**src/rtl/spi_eeprom_pkg.sv**
```systemverilog
package spi_eeprom_pkg;

  localparam logic [7:0] OP_READ  = 8'h03;
  localparam logic [7:0] OP_WRITE = 8'h02;
  localparam logic [7:0] OP_WREN  = 8'h06;
  localparam logic [7:0] OP_RDSR  = 8'h05;
  localparam logic [7:0] OP_A8    = 8'h08;

  // strobes from control to the serial datapath
  typedef struct packed {
    logic        shiftStart;
    logic [4:0]  shiftBits;
    logic [15:0] txWord;
    logic        csLow;
    logic        csHigh;
  } spiStrobe_t;

  typedef enum logic [2:0] {
    S_IDLE, S_LAUNCH, S_SHIFT, S_GAP, S_WCYCLE, S_FINISH
  } ctlState_t;

  typedef enum logic [2:0] {
    P_POLL_OP, P_POLL_RX, P_WREN, P_CMD, P_ADDR, P_XFER
  } phase_t;

  function automatic logic [15:0] swapBytes(input logic [15:0] w);
    return {w[7:0], w[15:8]};
  endfunction

endpackage

```
**src/rtl/spi_eeprom_dp.sv**
```systemverilog
module spi_eeprom_dp
  import spi_eeprom_pkg::*;
#(
  parameter int SCK_HALF = 4
) (
  input  logic        clk,
  input  logic        rstN,
  input  spiStrobe_t  strb,
  input  logic        miso,
  output logic        csN,
  output logic        sck,
  output logic        mosi,
  output logic        shDone,
  output logic [15:0] rxWord
);

  localparam int DIV_W = $clog2(SCK_HALF + 1);
  localparam logic [DIV_W-1:0] DIV_RELOAD = DIV_W'(SCK_HALF - 1);

  logic [DIV_W-1:0] divCnt;
  logic             busy;
  logic             highPh;
  logic [4:0]       bitsLeft;
  logic [15:0]      txSh;
  logic [15:0]      rxSh;

  always_ff @(posedge clk or negedge rstN) begin
    if (!rstN) begin
      csN      <= 1'b1;
      sck      <= 1'b0;
      busy     <= 1'b0;
      highPh   <= 1'b0;
      divCnt   <= '0;
      bitsLeft <= '0;
      txSh     <= '0;
      rxSh     <= '0;
      shDone   <= 1'b0;
    end else begin
      shDone <= 1'b0;
      if (strb.csHigh)     csN <= 1'b1;
      else if (strb.csLow) csN <= 1'b0;

      if (strb.shiftStart) begin
        busy     <= 1'b1;
        highPh   <= 1'b0;
        sck      <= 1'b0;
        divCnt   <= DIV_RELOAD;
        bitsLeft <= strb.shiftBits;
        txSh     <= strb.txWord << (5'd16 - strb.shiftBits);
      end else if (busy) begin
        if (divCnt != '0) begin
          divCnt <= divCnt - 1'b1;
        end else begin
          divCnt <= DIV_RELOAD;
          if (!highPh) begin
            sck    <= 1'b1;
            highPh <= 1'b1;
          end else begin
            sck      <= 1'b0;
            highPh   <= 1'b0;
            rxSh     <= {rxSh[14:0], miso};
            txSh     <= {txSh[14:0], 1'b0};
            bitsLeft <= bitsLeft - 1'b1;
            if (bitsLeft == 5'd1) begin
              busy   <= 1'b0;
              shDone <= 1'b1;
            end
          end
        end
      end
    end
  end

  assign mosi   = busy & txSh[15];
  assign rxWord = rxSh;

endmodule

```
**src/rtl/spi_eeprom_ctl.sv**
```systemverilog
module spi_eeprom_ctl
  import spi_eeprom_pkg::*;
#(
  parameter int WORD_SIZE  = 256,
  parameter int ADDR_BITS  = 8,
  parameter int PAGE_BYTES = 32,
  parameter int RETRY_MAX  = 256,
  parameter int GAP_CYCLES = 8,
  parameter int WRITE_WAIT = 2000000,
  parameter int OFF_W      = 16,
  parameter int CNT_W      = 16
) (
  input  logic             clk,
  input  logic             rstN,
  input  logic             reqValid,
  output logic             reqReady,
  input  logic             reqWrite,
  input  logic [OFF_W-1:0] reqOffset,
  input  logic [CNT_W-1:0] reqCount,
  input  logic [15:0]      wrData,
  output logic             wrReady,
  output logic [15:0]      rdData,
  output logic             rdValid,
  output logic             doneValid,
  output logic             doneErr,
  input  logic             shDone,
  input  logic [15:0]      rxWord,
  output spiStrobe_t       strb
);

  localparam int TMR_MAX = (WRITE_WAIT > GAP_CYCLES) ? WRITE_WAIT : GAP_CYCLES;
  localparam int TMR_W   = $clog2(TMR_MAX + 1);
  localparam int RTY_W   = $clog2(RETRY_MAX + 1);
  localparam int PG_W    = (PAGE_BYTES > 1) ? $clog2(PAGE_BYTES) : 1;

  ctlState_t        state;
  ctlState_t        gapNext;
  phase_t           ph;
  logic             isWrite;
  logic             errFlag;
  logic [OFF_W-1:0] curOff;
  logic [CNT_W-1:0] remain;
  logic [RTY_W-1:0] retry;
  logic [TMR_W-1:0] tmr;

  logic             badReq;
  logic             lastWord;
  logic             pageEnd;
  logic             useA8;
  logic [OFF_W-1:0] nextOff;
  logic [OFF_W:0]   nextByte;
  logic [OFF_W:0]   curByte;
  logic [7:0]       cmdOp;

  always_comb begin
    badReq = (int'(reqOffset) >= WORD_SIZE) || (reqCount == '0) ||
             (int'(reqCount) > (WORD_SIZE - int'(reqOffset)));
    nextOff  = curOff + 1'b1;
    nextByte = {nextOff, 1'b0};
    curByte  = {curOff, 1'b0};
    lastWord = (remain == CNT_W'(1));
    pageEnd  = isWrite && (nextByte[PG_W-1:0] == '0);
    useA8    = (ADDR_BITS == 8) && (int'(curOff) >= 128);
    cmdOp    = (isWrite ? OP_WRITE : OP_READ) | (useA8 ? OP_A8 : 8'h00);
  end

  assign reqReady = (state == S_IDLE);

  // strobes toward the datapath
  always_comb begin
    strb    = '0;
    wrReady = 1'b0;
    if (state == S_LAUNCH) begin
      strb.shiftStart = 1'b1;
      strb.csLow      = 1'b1;
      unique case (ph)
        P_POLL_OP: begin strb.shiftBits = 5'd8;  strb.txWord = {8'h00, OP_RDSR}; end
        P_POLL_RX: begin strb.shiftBits = 5'd8;  strb.txWord = 16'h0000; end
        P_WREN:    begin strb.shiftBits = 5'd8;  strb.txWord = {8'h00, OP_WREN}; end
        P_CMD:     begin strb.shiftBits = 5'd8;  strb.txWord = {8'h00, cmdOp}; end
        P_ADDR:    begin strb.shiftBits = 5'(ADDR_BITS); strb.txWord = 16'(curByte); end
        default: begin
          strb.shiftBits = 5'd16;
          strb.txWord    = isWrite ? swapBytes(wrData) : 16'h0000;
          wrReady        = isWrite;
        end
      endcase
    end else if (state == S_SHIFT && shDone) begin
      strb.csHigh = (ph == P_POLL_RX) || (ph == P_WREN) ||
                    ((ph == P_XFER) && (lastWord || pageEnd));
    end
  end

  always_ff @(posedge clk or negedge rstN) begin
    if (!rstN) begin
      state     <= S_IDLE;
      gapNext   <= S_IDLE;
      ph        <= P_POLL_OP;
      isWrite   <= 1'b0;
      errFlag   <= 1'b0;
      curOff    <= '0;
      remain    <= '0;
      retry     <= '0;
      tmr       <= '0;
      rdData    <= '0;
      rdValid   <= 1'b0;
      doneValid <= 1'b0;
      doneErr   <= 1'b0;
    end else begin
      rdValid   <= 1'b0;
      doneValid <= 1'b0;
      unique case (state)
        S_IDLE: begin
          if (reqValid) begin
            isWrite <= reqWrite;
            curOff  <= reqOffset;
            remain  <= reqCount;
            retry   <= '0;
            ph      <= P_POLL_OP;
            errFlag <= badReq;
            state   <= badReq ? S_FINISH : S_LAUNCH;
          end
        end
        S_LAUNCH: state <= S_SHIFT;
        S_SHIFT: begin
          if (shDone) begin
            unique case (ph)
              P_POLL_OP: begin ph <= P_POLL_RX; state <= S_LAUNCH; end
              P_POLL_RX: begin
                state <= S_GAP;
                tmr   <= TMR_W'(GAP_CYCLES - 1);
                if (!rxWord[0]) begin
                  retry   <= '0;
                  ph      <= isWrite ? P_WREN : P_CMD;
                  gapNext <= S_LAUNCH;
                end else if (retry == RTY_W'(RETRY_MAX - 1)) begin
                  errFlag <= 1'b1;
                  gapNext <= S_FINISH;
                end else begin
                  retry   <= retry + 1'b1;
                  ph      <= P_POLL_OP;
                  gapNext <= S_LAUNCH;
                end
              end
              P_WREN: begin
                ph      <= P_CMD;
                state   <= S_GAP;
                gapNext <= S_LAUNCH;
                tmr     <= TMR_W'(GAP_CYCLES - 1);
              end
              P_CMD:  begin ph <= P_ADDR; state <= S_LAUNCH; end
              P_ADDR: begin ph <= P_XFER; state <= S_LAUNCH; end
              default: begin
                curOff <= nextOff;
                remain <= remain - 1'b1;
                if (!isWrite) begin
                  rdValid <= 1'b1;
                  rdData  <= swapBytes(rxWord);
                end
                if (lastWord) begin
                  state   <= S_GAP;
                  gapNext <= isWrite ? S_WCYCLE : S_FINISH;
                  tmr     <= TMR_W'(GAP_CYCLES - 1);
                end else if (pageEnd) begin
                  ph      <= P_POLL_OP;
                  state   <= S_GAP;
                  gapNext <= S_LAUNCH;
                  tmr     <= TMR_W'(GAP_CYCLES - 1);
                end else begin
                  state <= S_LAUNCH;
                end
              end
            endcase
          end
        end
        S_GAP: begin
          if (tmr == '0) begin
            state <= gapNext;
            if (gapNext == S_WCYCLE) tmr <= TMR_W'(WRITE_WAIT - 1);
          end else begin
            tmr <= tmr - 1'b1;
          end
        end
        S_WCYCLE: begin
          if (tmr == '0) state <= S_FINISH;
          else           tmr <= tmr - 1'b1;
        end
        default: begin
          doneValid <= 1'b1;
          doneErr   <= errFlag;
          state     <= S_IDLE;
        end
      endcase
    end
  end

endmodule

```
**src/rtl/spi_eeprom_ctrl.sv**
```systemverilog
module spi_eeprom_ctrl
  import spi_eeprom_pkg::*;
#(
  parameter int WORD_SIZE  = 256,
  parameter int ADDR_BITS  = 8,
  parameter int PAGE_BYTES = 32,
  parameter int SCK_HALF   = 4,
  parameter int RETRY_MAX  = 256,
  parameter int GAP_CYCLES = 8,
  parameter int WRITE_WAIT = 2000000,
  parameter int OFF_W      = 16,
  parameter int CNT_W      = 16
) (
  input  logic             clk,
  input  logic             rstN,
  input  logic             reqValid,
  output logic             reqReady,
  input  logic             reqWrite,
  input  logic [OFF_W-1:0] reqOffset,
  input  logic [CNT_W-1:0] reqCount,
  input  logic [15:0]      wrData,
  output logic             wrReady,
  output logic [15:0]      rdData,
  output logic             rdValid,
  output logic             doneValid,
  output logic             doneErr,
  output logic             csN,
  output logic             sck,
  output logic             mosi,
  input  logic             miso
);

  spiStrobe_t  strb;
  logic        shDone;
  logic [15:0] rxWord;

  spi_eeprom_ctl #(
    .WORD_SIZE (WORD_SIZE),
    .ADDR_BITS (ADDR_BITS),
    .PAGE_BYTES(PAGE_BYTES),
    .RETRY_MAX (RETRY_MAX),
    .GAP_CYCLES(GAP_CYCLES),
    .WRITE_WAIT(WRITE_WAIT),
    .OFF_W     (OFF_W),
    .CNT_W     (CNT_W)
  ) ctl_i (
    .clk(clk), .rstN(rstN),
    .reqValid(reqValid), .reqReady(reqReady), .reqWrite(reqWrite),
    .reqOffset(reqOffset), .reqCount(reqCount),
    .wrData(wrData), .wrReady(wrReady),
    .rdData(rdData), .rdValid(rdValid),
    .doneValid(doneValid), .doneErr(doneErr),
    .shDone(shDone), .rxWord(rxWord), .strb(strb)
  );

  spi_eeprom_dp #(.SCK_HALF(SCK_HALF)) dp_i (
    .clk(clk), .rstN(rstN), .strb(strb), .miso(miso),
    .csN(csN), .sck(sck), .mosi(mosi),
    .shDone(shDone), .rxWord(rxWord)
  );

endmodule

```
**config.mk**
```make
export PLATFORM = sky130hd
export DESIGN_NAME = spi_eeprom_ctrl
export DESIGN_NICKNAME = d
export VERILOG_FILES = /design/src/rtl/spi_eeprom_pkg.sv /design/src/rtl/spi_eeprom_dp.sv /design/src/rtl/spi_eeprom_ctl.sv /design/src/rtl/spi_eeprom_ctrl.sv
export SDC_FILE = /design/constraint.sdc
export NUM_CORES = 1
export LEC_CHECK = 0
export CORE_MARGIN = 2
export CORE_UTILIZATION = 40
export CTS_CLUSTER_SIZE = 8
export DETAILED_ROUTE_END_ITERATION = 12
export GPL_ROUTABILITY_DRIVEN = 0
export HOLD_SLACK_MARGIN = 0.1
export PLACE_DENSITY = 0.65
export SKIP_LAST_GASP = 1
export SYNTH_ARGS = -nofsm -noshare
export SYNTH_HDL_FRONTEND = slang
export SYNTH_SLANG_ARGS = --single-unit
```
**constraint.sdc**
```tcl
create_clock -name clk -period 2.9 [get_ports clk]
set_clock_uncertainty 0.1 [all_clocks]
set_input_delay 0.29 -clock clk [delete_from_list [all_inputs] [get_ports clk]]
set_output_delay 0.29 -clock clk [all_outputs]
set_load 0.01 [all_outputs]
```
==> run summary, run 1 <==
DIE
----------------------------------------------------------------------------
Total Die Area ................................................  20600 sq um
Horizontal die dimension ......................................  143 microns
Number of top-level pins ......................................           77
Height of the chip ............................................  143 microns
Placeable Area ................................................  18900 sq um
Starting Density ..............................................        41.1%
Number of standard-cell rows in the floorplan .................           50

PLACE
----------------------------------------------------------------------------
Post-DP HPWL .................................................. 14300 microns
Count of buffers inserted at the top-level ports ..............           76
Post-Place Setup Slack ........................................      -634 ps

CLOCKING
----------------------------------------------------------------------------
Later-pin clock latency in the skew report ....................       430 ps
TritonCTS clock tree ..........................................         done
Clock Path Buffers ............................................            2
Clock Tree Root ............................................... sky130_fd_sc_hd__clkbuf_16
Number of sinks on the clock net ..............................          135
Number of H-tree levels .......................................            4
Reg clk slew, reported paths ..................................        60 ps
Clock buffer count from CTS ...................................           17

DRT
----------------------------------------------------------------------------
Number of vias after detailed routing .........................         6905
DRC viols .....................................................            0
Routed wire per std cell ...................................... 16.0 microns
Pre-antenna DRT Iters .........................................            5
Number of antenna-violating nets in the routed design .........            0
First DRT Iteration DRCs ......................................          433
Total detailed-routing wirelength ............................. 20000 microns
Ratio of routed vias to standard cells ........................         5.52

WORST SETUP PATH
----------------------------------------------------------------------------
Data arrival, critical path ...................................      2380 ps
Worst-path maximum fanout .....................................           14
Crit Path Category ............................................ register to output pin
Worst Reg-to-Reg Cells ........................................           10
Worst stage delay on the critical path ........................       560 ps
Crit path capture type ........................................   output pin
Worst path required time ......................................      2510 ps
RR Startpoint ................................................. ctl_i.retry[0]
R2r setup slk .................................................       230 ps
Cell-by-cell listing of the critical path ..................... or3b_2 -> nor2_2 -> and2_1 -> clkdlybuf4s50_1
Type of element launching the critical path ...................     register
Slowest cell on crit path ..................................... sky130_fd_sc_hd__clkdlybuf4s50_1
Capture instance of the worst register-to-register path ....... ctl_i.retry[6]

LAYOUT
----------------------------------------------------------------------------
Layout-stage area growth over the synthesis result ............        27.8%
Fraction of layout instances using a drive strength above 1 ...        17.0%
Layout Nets ...................................................         1059
Antenna diodes ................................................            0

YOSYS
----------------------------------------------------------------------------
Number of synthesized flops with an enable pin ................            0
Most used flip-flop cell after synthesis ...................... sky130_fd_sc_hd__dfrtp_1
Synth Instances ...............................................          861
Register bit total from synthesis .............................          135
Synthesized Nets ..............................................          943
Sequential share of the synthesized area ......................        43.5%
Post-synth cell types .........................................           73
Syn_area_per_cell .............................................   9.03 sq um
Cell area after technology mapping ............................   7770 sq um
Fraction of registers with async set or reset after synthesis .         100%
Number of synthesis warnings ..................................            0

STATUS
----------------------------------------------------------------------------
Run status .................................................... finished clean

TIMING
----------------------------------------------------------------------------
Final hold slack ..............................................       204 ps
F_max .........................................................    0.362 GHz
Fin crit period ...............................................      2770 ps
Final Hold Violating Endpoints ................................            0
Worst max-slew margin expressed relative to the limit .........        53.1%
Actual slew at the worst max-slew pin .........................       694 ps
Setup violation total in the final timing report ..............            0
Share of the clock period used by the worst path after layout .        95.4%
Slack of the critical path ....................................       134 ps
Total negative setup slack ....................................         0 ps
Final number of max-transition violations .....................            0

POWER
----------------------------------------------------------------------------
Post-route total power ........................................      4460 uW
Cell leakage power ............................................   0.00455 uW
Peak supply drop ..............................................       487 uV
Power density over cell area ..................................  449 nW/um^2

GLOBAL ROUTING
----------------------------------------------------------------------------
Antenna violations before repair ..............................            0
Global routing usage on met1 ..................................        28.2%
Busiest metal layer after global routing ......................         met2
Maximum number of pins on one net before global-route repair ..           63
Global-route wire length before repair ........................ 33000 microns
Vias in the first global route ................................         6504
Met3 track utilization from global routing ....................        4.13%
Overall routing resource usage ................................        20.0%
Global Route met2 Usage .......................................        31.0%
Overall overflow remaining after global route .................            0

WORST HOLD PATH
----------------------------------------------------------------------------
Hold EP ....................................................... ctl_i.curOff[0]
Min-Delay Startpoint .......................................... reqOffset[0]
Hold Path Class ............................................... input pin to register
Worst Hold Depth ..............................................            4

RUN
----------------------------------------------------------------------------
Max_cap viols .................................................            0

cells in the mapped netlist (7+ instances only):
cell                         n  area share, %
sky130_fd_sc_hd__a21o_1      7           0.68
sky130_fd_sc_hd__a21oi_1    71            4.6
sky130_fd_sc_hd__a22oi_1     7           0.68
sky130_fd_sc_hd__a31oi_1    19            1.5
sky130_fd_sc_hd__and3_1     15            1.2
sky130_fd_sc_hd__clkbuf_1   39            1.9
sky130_fd_sc_hd__dfrtp_1   134             43
sky130_fd_sc_hd__ha_1       29            4.7
sky130_fd_sc_hd__inv_1      24            1.2
sky130_fd_sc_hd__mux2_2     34            4.9
sky130_fd_sc_hd__mux2i_1     7           0.90
sky130_fd_sc_hd__nand2_1    79            3.8
sky130_fd_sc_hd__nand2b_1    8           0.64
sky130_fd_sc_hd__nand3_1    27            1.7
sky130_fd_sc_hd__nand4_1    11           0.89
sky130_fd_sc_hd__nor2_1     95            4.6
sky130_fd_sc_hd__nor3_1     22            1.4
sky130_fd_sc_hd__nor4_1     11           0.89
sky130_fd_sc_hd__o21ai_0    74            4.8
sky130_fd_sc_hd__o22ai_1    10           0.80
sky130_fd_sc_hd__o31ai_1     9           0.87
sky130_fd_sc_hd__or3_1       9           0.72
sky130_fd_sc_hd__xnor2_1     9            1.0
sky130_fd_sc_hd__xor2_1     11            1.2
where the power goes:
group	internal (uW)	leakage (uW)	switching (uW)	total, uW
logic	173	0.00248	180	353
clock network	1160	0.000288	999	2160
registers	1910	0.00178	29.2	1940
through the flow:
step / util, % / area [sq um] / cells
5_1_grt: 52.6 / 9930 / 1250
3_5_place_dp: 48.7 / 9190 / 1213
3_3_place_gp: 48.7 / 9190 / 1213
2_1_floorplan: - / 7780 / 861
4_1_cts: 52.2 / 9860 / 1247
6_report: 52.6 / 9930 / 1250
how the worst max path moves through the flow:
stage                         from             end  slack [ps]  depth (start not counted)
floorplan            reqOffset[12]  ctl_i.state[2]           3                         10
global placement     reqOffset[12]  ctl_i.state[2]        -560                         11
detailed placement   reqOffset[12]  ctl_i.state[2]        -630                         11
CTS                  reqOffset[11]  ctl_i.state[2]         -20                         13
global route          reqOffset[9]   ctl_i.errFlag         -10                         12
finish              ctl_i.state[1]         wrReady         130                          4
registers in the layout, indices dropped and copies added, names as in the netlist, 2 cells and up:
| register | flops |
|---|---|
| dp_i.rxWord | 16 |
| ctl_i.retry | 9 |
| dp_i.bitsLeft | 5 |
| ctl_i.gapNext | 2 |
| ctl_i.tmr | 21 |
| ctl_i.remain | 16 |
| dp_i.divCnt | 3 |
| ctl_i.ph | 3 |
| dp_i.txSh | 16 |
| ctl_i.rdData | 16 |
| ctl_i.state | 3 |
| ctl_i.curOff | 16 |
routing by layer:
metal | vias to the layer above | share of wire [%]
met5 | - | 0
met4 | 0 | 1.8
met3 | 28 | 4.2
met2 | 164 | 47
met1 | 3329 | 47
li1 | 3384 | -
cells by family (layout without fill, tap and decap cells):
group                    after synthesis  count (layout)  share of synthesized area, %
AO/OA/AOI/OAI                        252             252                          20.3
adder cells (fa/ha/maj)               29              29                          4.67
buffers and inverters                 71             200                          3.61
AND/OR/NAND/NOR                      313             313                          19.9
XOR/XNOR                              20              20                          2.25
multiplexers                          41              41                          5.83
flip-flops                           135             135                          43.5
cell usage in the layout, fill, tap and decap left out, types with 24 or more instances in the layout:
cell | netlist | routed
sky130_fd_sc_hd__a21oi_1 | 71 | 70
sky130_fd_sc_hd__ha_1 | 29 | 28
sky130_fd_sc_hd__mux2_2 | 34 | 34
sky130_fd_sc_hd__inv_1 | 24 | 24
sky130_fd_sc_hd__buf_4 | 2 | 65
sky130_fd_sc_hd__dfrtp_1 | 134 | 132
sky130_fd_sc_hd__nand2_1 | 79 | 78
sky130_fd_sc_hd__nand3_1 | 27 | 27
sky130_fd_sc_hd__nor2_1 | 95 | 93
sky130_fd_sc_hd__o21ai_0 | 74 | 73
sky130_fd_sc_hd__clkdlybuf4s50_1 | 0 | 64
repair_timing:
action,in CTS,in global routing
gates resized for setup,10,20
setup buffers,1,3
setup endpoints to repair,3,3
hold buffers,1,0
pin swaps,8,20
endpoints found under the hold margin,58,0
layout make-up:
| cell class | count | area, sq um |
|---|---|---|
| tap | 260 | 325 |
| clock inverter | 15 | 171 |
| multi-input combinational | 655 | 4220 |
| fill | 1760 | 8960 |
| clock buffer | 17 | 425 |
| sequential | 135 | 3380 |
| inverter | 24 | 90.1 |
| timing repair buffer | 144 | 1320 |
critical path, delay by kind of cell, from the launching register on:
kind	cells	cell delay, ps
buf+inv	1	560
flops	1	510
simple gates	3	880
Note: power is estimated with default switching activity, not from simulation.
==> inputs of run 2 (changes only) <==
==> constraint.sdc (replaced) <==
create_clock -name clk -period 3 [get_ports clk]
set_clock_uncertainty 0.1 [all_clocks]
set_input_delay 0.3 -clock clk [delete_from_list [all_inputs] [get_ports clk]]
set_output_delay 0.3 -clock clk [all_outputs]
set_load 0.01 [all_outputs]
==> run 2 against run 1 <==
Effect of this change: die area stayed put; clock-buffer cell count stayed put; cell count shrank 0.16%; critical path type is now input pin to register; largest cell class unchanged.
==> run summary, run 2 (synthesis results as in run 1) <==
STATUS
----------------------------------------------------------------------------
Run status .................................................... finished clean

CLOCKING
----------------------------------------------------------------------------
Clock buffer count from CTS ...................................           17
Number of H-tree levels .......................................            4
Clock Path Buffers ............................................            2
Later-pin clock latency in the skew report ....................       440 ps
TritonCTS clock tree ..........................................         done
Reg clk slew, reported paths ..................................        70 ps
Clock Tree Root ............................................... sky130_fd_sc_hd__clkbuf_16
Number of sinks on the clock net ..............................          135

TIMING
----------------------------------------------------------------------------
Total negative setup slack ....................................         0 ps
Worst max-slew margin expressed relative to the limit .........        53.3%
Final number of max-transition violations .....................            0
Fin crit period ...............................................      2940 ps
Setup violation total in the final timing report ..............            0
Actual slew at the worst max-slew pin .........................       692 ps
Setup repair after global routing missed its margin ...........          yes
F_max .........................................................    0.341 GHz
Final Hold Violating Endpoints ................................            0
Share of the clock period used by the worst path after layout .        97.9%
Final hold slack ..............................................       285 ps

POWER
----------------------------------------------------------------------------
Part of the total power dissipated in sequential elements .....        43.0%
Clock share of power ..........................................        49.3%
Power density over cell area ..................................  440 nW/um^2
Cell leakage power ............................................   0.00451 uW
Post-route total power ........................................      4360 uW
Internal power of the cells ...................................      3150 uW
Peak supply drop ..............................................       395 uV
Sw frac .......................................................        27.8%
Net switching power ...........................................      1210 uW
Relative contribution of combinational cells to total power ...         7.8%

WORST HOLD PATH
----------------------------------------------------------------------------
Hold Path Class ............................................... input pin to register

LAYOUT
----------------------------------------------------------------------------
Most frequent cells in the layout ............................. 133 x sky130_fd_sc_hd__dfrtp_1, 93 x sky130_fd_sc_hd__nor2_1, 78 x sky130_fd_sc_hd__nand2_1
Fraction of layout instances using a drive strength above 1 ...        16.6%
Max FFs per register ..........................................           21
Count of fill cells added during filler insertion .............         1762
Antenna diodes ................................................            0
Total area of multi-input combinational cells .................   4210 sq um
Layout Nets ...................................................         1057
Post-Layout Inst Area .........................................   9900 sq um
Most common library cell in the layout ignoring fill and taps . sky130_fd_sc_hd__dfrtp_1
Register area .................................................   3380 sq um
Layout-stage area growth over the synthesis result ............        27.4%
Top register by number of flip-flops ..........................    ctl_i.tmr

DRT
----------------------------------------------------------------------------
Number of antenna-violating nets in the routed design .........            0
Total detailed-routing wirelength ............................. 20400 microns
Pre-antenna DRT Iters .........................................            6
Routed wire per std cell ...................................... 16.3 microns
Number of vias after detailed routing .........................         6965
First DRT Iteration DRCs ......................................          560
DRC viols .....................................................            0
Ratio of routed vias to standard cells ........................         5.58

GLOBAL ROUTING
----------------------------------------------------------------------------
Global-route wire length before repair ........................ 33200 microns
Antenna violations before repair ..............................            0
Overall routing resource usage ................................        20.3%
Maximum number of pins on one net before global-route repair ..           65
Overall overflow remaining after global route .................            0
Vias in the first global route ................................         6648

DIE
----------------------------------------------------------------------------
Starting Density ..............................................        41.1%
Number of standard-cell rows in the floorplan .................           50
Total Die Area ................................................  20600 sq um
Number of top-level pins ......................................           77
Placeable Area ................................................  18900 sq um
Height of the chip ............................................  143 microns
Horizontal die dimension ......................................  143 microns

WORST SETUP PATH
----------------------------------------------------------------------------
Crit Path Category ............................................ input pin to register
Crit path capture type ........................................     register
Data arrival, critical path ...................................      3150 ps
Worst-path maximum fanout .....................................            4
Worst path required time ......................................      3220 ps
Type of element launching the critical path ...................    input pin

PLACE
----------------------------------------------------------------------------
Post-DP HPWL .................................................. 14300 microns
Count of buffers inserted at the top-level ports ..............           76
Placed standard-cell area .....................................   9180 sq um

RUN
----------------------------------------------------------------------------
Max_cap viols .................................................            0

## run 2: changes by cell type in the layout (fill, tap and decap cells not counted), sizes merged
cell / before / now
dlymetal6s2s: 10 / 8
clkinv: 3 / 5
clkinvlp: 2 / 0
clkdlybuf4s50: 64 / 67
clkbuf: 18 / 17
buf: 68 / 66
## run 2: path summary, 6_finish.rpt
path / start / endpoint / slack (ps) / cells past startpoint
worst max-delay path: reqOffset[1] / ctl_i.state[2] / 60 / 16
worst min-delay path: reqOffset[6] / ctl_i.curOff[6] / 290 / 4
worst max register to register: ctl_i.tmr[0] / ctl_i.tmr[18] / 340 / 9
worst min register to register: ctl_i.gapNext[2] / ctl_i.gapNext[2] / 400 / 2
max in group asynchronous: rstN / ctl_i.curOff[2] / 1690 / 3
min in group asynchronous: rstN / ctl_i.tmr[11] / 330 / 2
## run 2: through the flow
| stage | utilization [%] | std cells | worst slack (ps) |
|---|---|---|---|
| after floorplan | - | 861 | 59.1 |
| after global placement | 48.6 | 1213 | -508 |
| final | 52.4 | 1248 | 63.2 |
| after global routing | 52.4 | 1248 | -41.6 |
| after CTS | 51.9 | 1246 | 12.9 |
| after detailed placement | 48.6 | 1213 | -592 |
## run 2: layout make-up
cell class                 count  share of cell area, %
timing repair buffer         142                   13.1
multi-input combinational    655                   42.5
tap                          260                   3.28
clock buffer                  17                   4.30
inverter                      24                  0.910
sequential                   135                   34.1
clock inverter                15                   1.86
## run 2: power groups by stage
stage	registers (uW)	logic (uW)	clock network, uW
after floorplan	1900	128	0
after global placement	1910	325	0
after detailed placement	1910	331	0
after CTS	1870	336	2190
after global routing	1880	375	2270
final	1870	339	2150
## run 2: what timing repair did
action,CTS,global route
setup buffers,0,2
pin swaps,1,15
hold endpoints to repair,62,0
hold buffers,1,0
endpoints found under the setup margin,2,3
resized for setup,4,22
## run 2: routing by layer
metal / routed length, microns / GRT usage (%)
met1: 9380 / 27.5
met2: 9640 / 32.2
met3: 943 / 4.17
met5: 0 / 0
met4: 429 / 7.79
## run 2: critical path, stage by stage
cell and delay (ps):
sky130_fd_sc_hd__clkdlybuf4s50_1 420, sky130_fd_sc_hd__inv_1 90, sky130_fd_sc_hd__buf_4 110, sky130_fd_sc_hd__nand4_1 130
sky130_fd_sc_hd__o21ai_1 150, sky130_fd_sc_hd__buf_4 140, sky130_fd_sc_hd__nand2_2 60, sky130_fd_sc_hd__xnor2_2 140
sky130_fd_sc_hd__ha_1 320, sky130_fd_sc_hd__nand4_1 150, sky130_fd_sc_hd__buf_4 140, sky130_fd_sc_hd__a31oi_1 30
sky130_fd_sc_hd__a211oi_1 190, sky130_fd_sc_hd__nor2_1 80, sky130_fd_sc_hd__a211o_1 330, sky130_fd_sc_hd__a311o_1 360
==> inputs of run 3 (changes only) <==
--- a/config.mk
+++ b/config.mk
@@ -5,6 +5,7 @@
 export SDC_FILE = /design/constraint.sdc
 export NUM_CORES = 1
 export LEC_CHECK = 0
+export ABC_AREA = 0
 export CORE_MARGIN = 2
 export CORE_UTILIZATION = 40
 export CTS_CLUSTER_SIZE = 8
@@ -12,6 +13,7 @@
 export GPL_ROUTABILITY_DRIVEN = 0
 export HOLD_SLACK_MARGIN = 0.1
 export PLACE_DENSITY = 0.65
+export SKIP_CTS_REPAIR_TIMING = 1
 export SKIP_LAST_GASP = 1
 export SYNTH_ARGS = -nofsm -noshare
 export SYNTH_HDL_FRONTEND = slang
==> run 3 against run 2 <==
Effect of this change: register-to-register slack hardly changed; first-iteration DRC count is 2.7% lower; largest power group unchanged; power hardly changed; flip-flop and latch count stayed put; routed wire length is 0.40% higher; cell area is 0.10% higher; via count is 0.14% lower; critical path depth is 2 lower; non-clock buffer count is 1 higher.
==> run summary, run 3 (synthesis results as in run 1) <==
WORST SETUP PATH
--------------------------------------------------------------------------------
Worst-path maximum fanout .........................................            3
Worst stage delay on the critical path ............................       490 ps
Data arrival, critical path .......................................      3180 ps
Cell-by-cell listing of the critical path ......................... clkdlybuf4s50_1 -> inv_2 -> ha_2 -> nand4b_1 -> and2_4 -> buf_4 -> nor2_2 -> xor2_1 -> ha_1 -> nand4_1 -> nor4_4 -> nor3_1 -> a211o_1 -> a311o_1
Slowest cell on crit path ......................................... sky130_fd_sc_hd__clkdlybuf4s50_1
Crit path capture type ............................................     register
Worst path buffer plus inverter count .............................            3
Largest delay contributor family on the critical path ............. simple AND/OR/NAND/NOR gates
Type of element launching the critical path .......................    input pin
Worst path required time ..........................................      3210 ps
Crit Path Category ................................................ input pin to register

DRT
--------------------------------------------------------------------------------
Ratio of routed vias to standard cells ............................         5.57
Total detailed-routing wirelength ................................. 20500 microns
DRC viols .........................................................            0
First DRT Iteration DRCs ..........................................          545
Number of vias after detailed routing .............................         6955
Routed wire per std cell .......................................... 16.4 microns
Pre-antenna DRT Iters .............................................            6
Number of antenna-violating nets in the routed design .............            0

DIE
--------------------------------------------------------------------------------
Number of top-level pins ..........................................           77
Placeable Area ....................................................  18900 sq um
Number of standard-cell rows in the floorplan .....................           50
Horizontal die dimension ..........................................  143 microns
Total Die Area ....................................................  20600 sq um
Height of the chip ................................................  143 microns
Starting Density ..................................................        41.1%

TIMING
--------------------------------------------------------------------------------
Setup violation total in the final timing report ..................            0
Final hold slack ..................................................       291 ps
Fin crit period ...................................................      2970 ps
F_max .............................................................    0.336 GHz
Worst max-slew margin expressed relative to the limit .............        53.9%
Actual slew at the worst max-slew pin .............................       683 ps
Total negative setup slack ........................................         0 ps
Final number of max-transition violations .........................            0
Setup repair after global routing missed its margin ...............          yes
Share of the clock period used by the worst path after layout .....        99.1%
Final Hold Violating Endpoints ....................................            0

GLOBAL ROUTING
--------------------------------------------------------------------------------
Maximum number of pins on one net before global-route repair ......           65
Vias in the first global route ....................................         6624
Overall routing resource usage ....................................        20.3%
Overall overflow remaining after global route .....................            0
Global-route wire length before repair ............................ 33100 microns
Antenna violations before repair ..................................            0

PLACE
--------------------------------------------------------------------------------
Placed standard-cell area .........................................   9180 sq um
Count of buffers inserted at the top-level ports ..................           76
Post-DP HPWL ...................................................... 14300 microns
# placed instances ................................................         1213

LAYOUT
--------------------------------------------------------------------------------
Top register by number of flip-flops ..............................    ctl_i.tmr
Max FFs per register ..............................................           21
Finished Core Util ................................................        52.5%
Most frequent cells in the layout ................................. 133 x sky130_fd_sc_hd__dfrtp_1, 93 x sky130_fd_sc_hd__nor2_1, 78 x sky130_fd_sc_hd__nand2_1
Layout-stage area growth over the synthesis result ................        27.5%
Final standard cell count with taps included and fillers excluded .         1249
Antenna diodes ....................................................            0
Count of fill cells added during filler insertion .................         1761
Layout Nets .......................................................         1058
Most common library cell in the layout ignoring fill and taps ..... sky130_fd_sc_hd__dfrtp_1
Post-Layout Inst Area .............................................   9910 sq um
Fraction of layout instances using a drive strength above 1 .......        16.8%

STATUS
--------------------------------------------------------------------------------
Run status ........................................................ finished clean

CLOCKING
--------------------------------------------------------------------------------
Number of H-tree levels ...........................................            4
Clock Tree Root ................................................... sky130_fd_sc_hd__clkbuf_16
Clock buffer count from CTS .......................................           17
TritonCTS clock tree ..............................................         done
Later-pin clock latency in the skew report ........................       430 ps
Clock Path Buffers ................................................            2
Number of sinks on the clock net ..................................          135
Reg clk slew, reported paths ......................................        70 ps

POWER
--------------------------------------------------------------------------------
Peak supply drop ..................................................       392 uV
Cell leakage power ................................................   0.00451 uW
Power density over cell area ......................................  440 nW/um^2

RUN
--------------------------------------------------------------------------------
Max_cap viols .....................................................            0

WORST HOLD PATH
--------------------------------------------------------------------------------
Hold Path Class ................................................... input pin to register

run 3: changes by cell type in the layout (fill, tap and decap cells not counted), sizes merged:
cell	previous run	this run
buf	66	67
dlymetal6s2s	8	6
clkdlybuf4s50	67	69
run 3: area by class of cell:
cell class                      count  area [sq um]  area share (%)
Multi-Input combinational cell    655          4210            42.5
Sequential cell                   135          3380            34.1
Timing Repair Buffer              143          1290            13.1
Clock buffer                       17           425            4.29
Tap cell                          260           325            3.28
Clock inverter                     15           184            1.86
Inverter                           24          90.1           0.909
run 3: worst paths after layout:
check | to | cells after the start | slack, ps | start
worst max-delay path | ctl_i.state[2] | 14 | 30 | reqOffset[0]
worst min-delay path | ctl_i.curOff[6] | 4 | 290 | reqOffset[6]
worst max register to register | ctl_i.tmr[18] | 9 | 340 | ctl_i.tmr[0]
worst min register to register | ctl_i.gapNext[2] | 2 | 400 | ctl_i.gapNext[2]
max in group asynchronous | ctl_i.curOff[2] | 3 | 1700 | rstN
min in group asynchronous | ctl_i.tmr[11] | 2 | 330 | rstN
run 3: power breakdown:
| group | leakage, uW | internal, uW | switching [uW] |
|---|---|---|---|
| Clock | 0.000298 | 1140 | 1010 |
| Sequential | 0.00178 | 1850 | 29.4 |
| Combinational | 0.00243 | 168 | 175 |
run 3: routing by layer:
layer | wire length (microns) | global-route usage (%)
met2 | 9680 | 32.1
met5 | 0 | 0
met3 | 1080 | 4.17
met1 | 9320 | 27.5
met4 | 402 | 7.79
run 3: through the flow:
step / setup slack (ps) / power, uW
2_1_floorplan: 59.1 / 2030
3_3_place_gp: -508 / 2230
3_5_place_dp: -592 / 2240
4_1_cts: -136 / 4400
5_1_grt: -106 / 4530
6_report: 27.7 / 4370
run 3: worst register-to-register path: cells and delay by family (launching register included):
| kind | cells | cell delay, ps |
|---|---|---|
| buf+inv | 2 | 250 |
| compound gates | 2 | 560 |
| fa+ha+maj | 1 | 180 |
| flops | 1 | 430 |
| simple gates | 4 | 1020 |
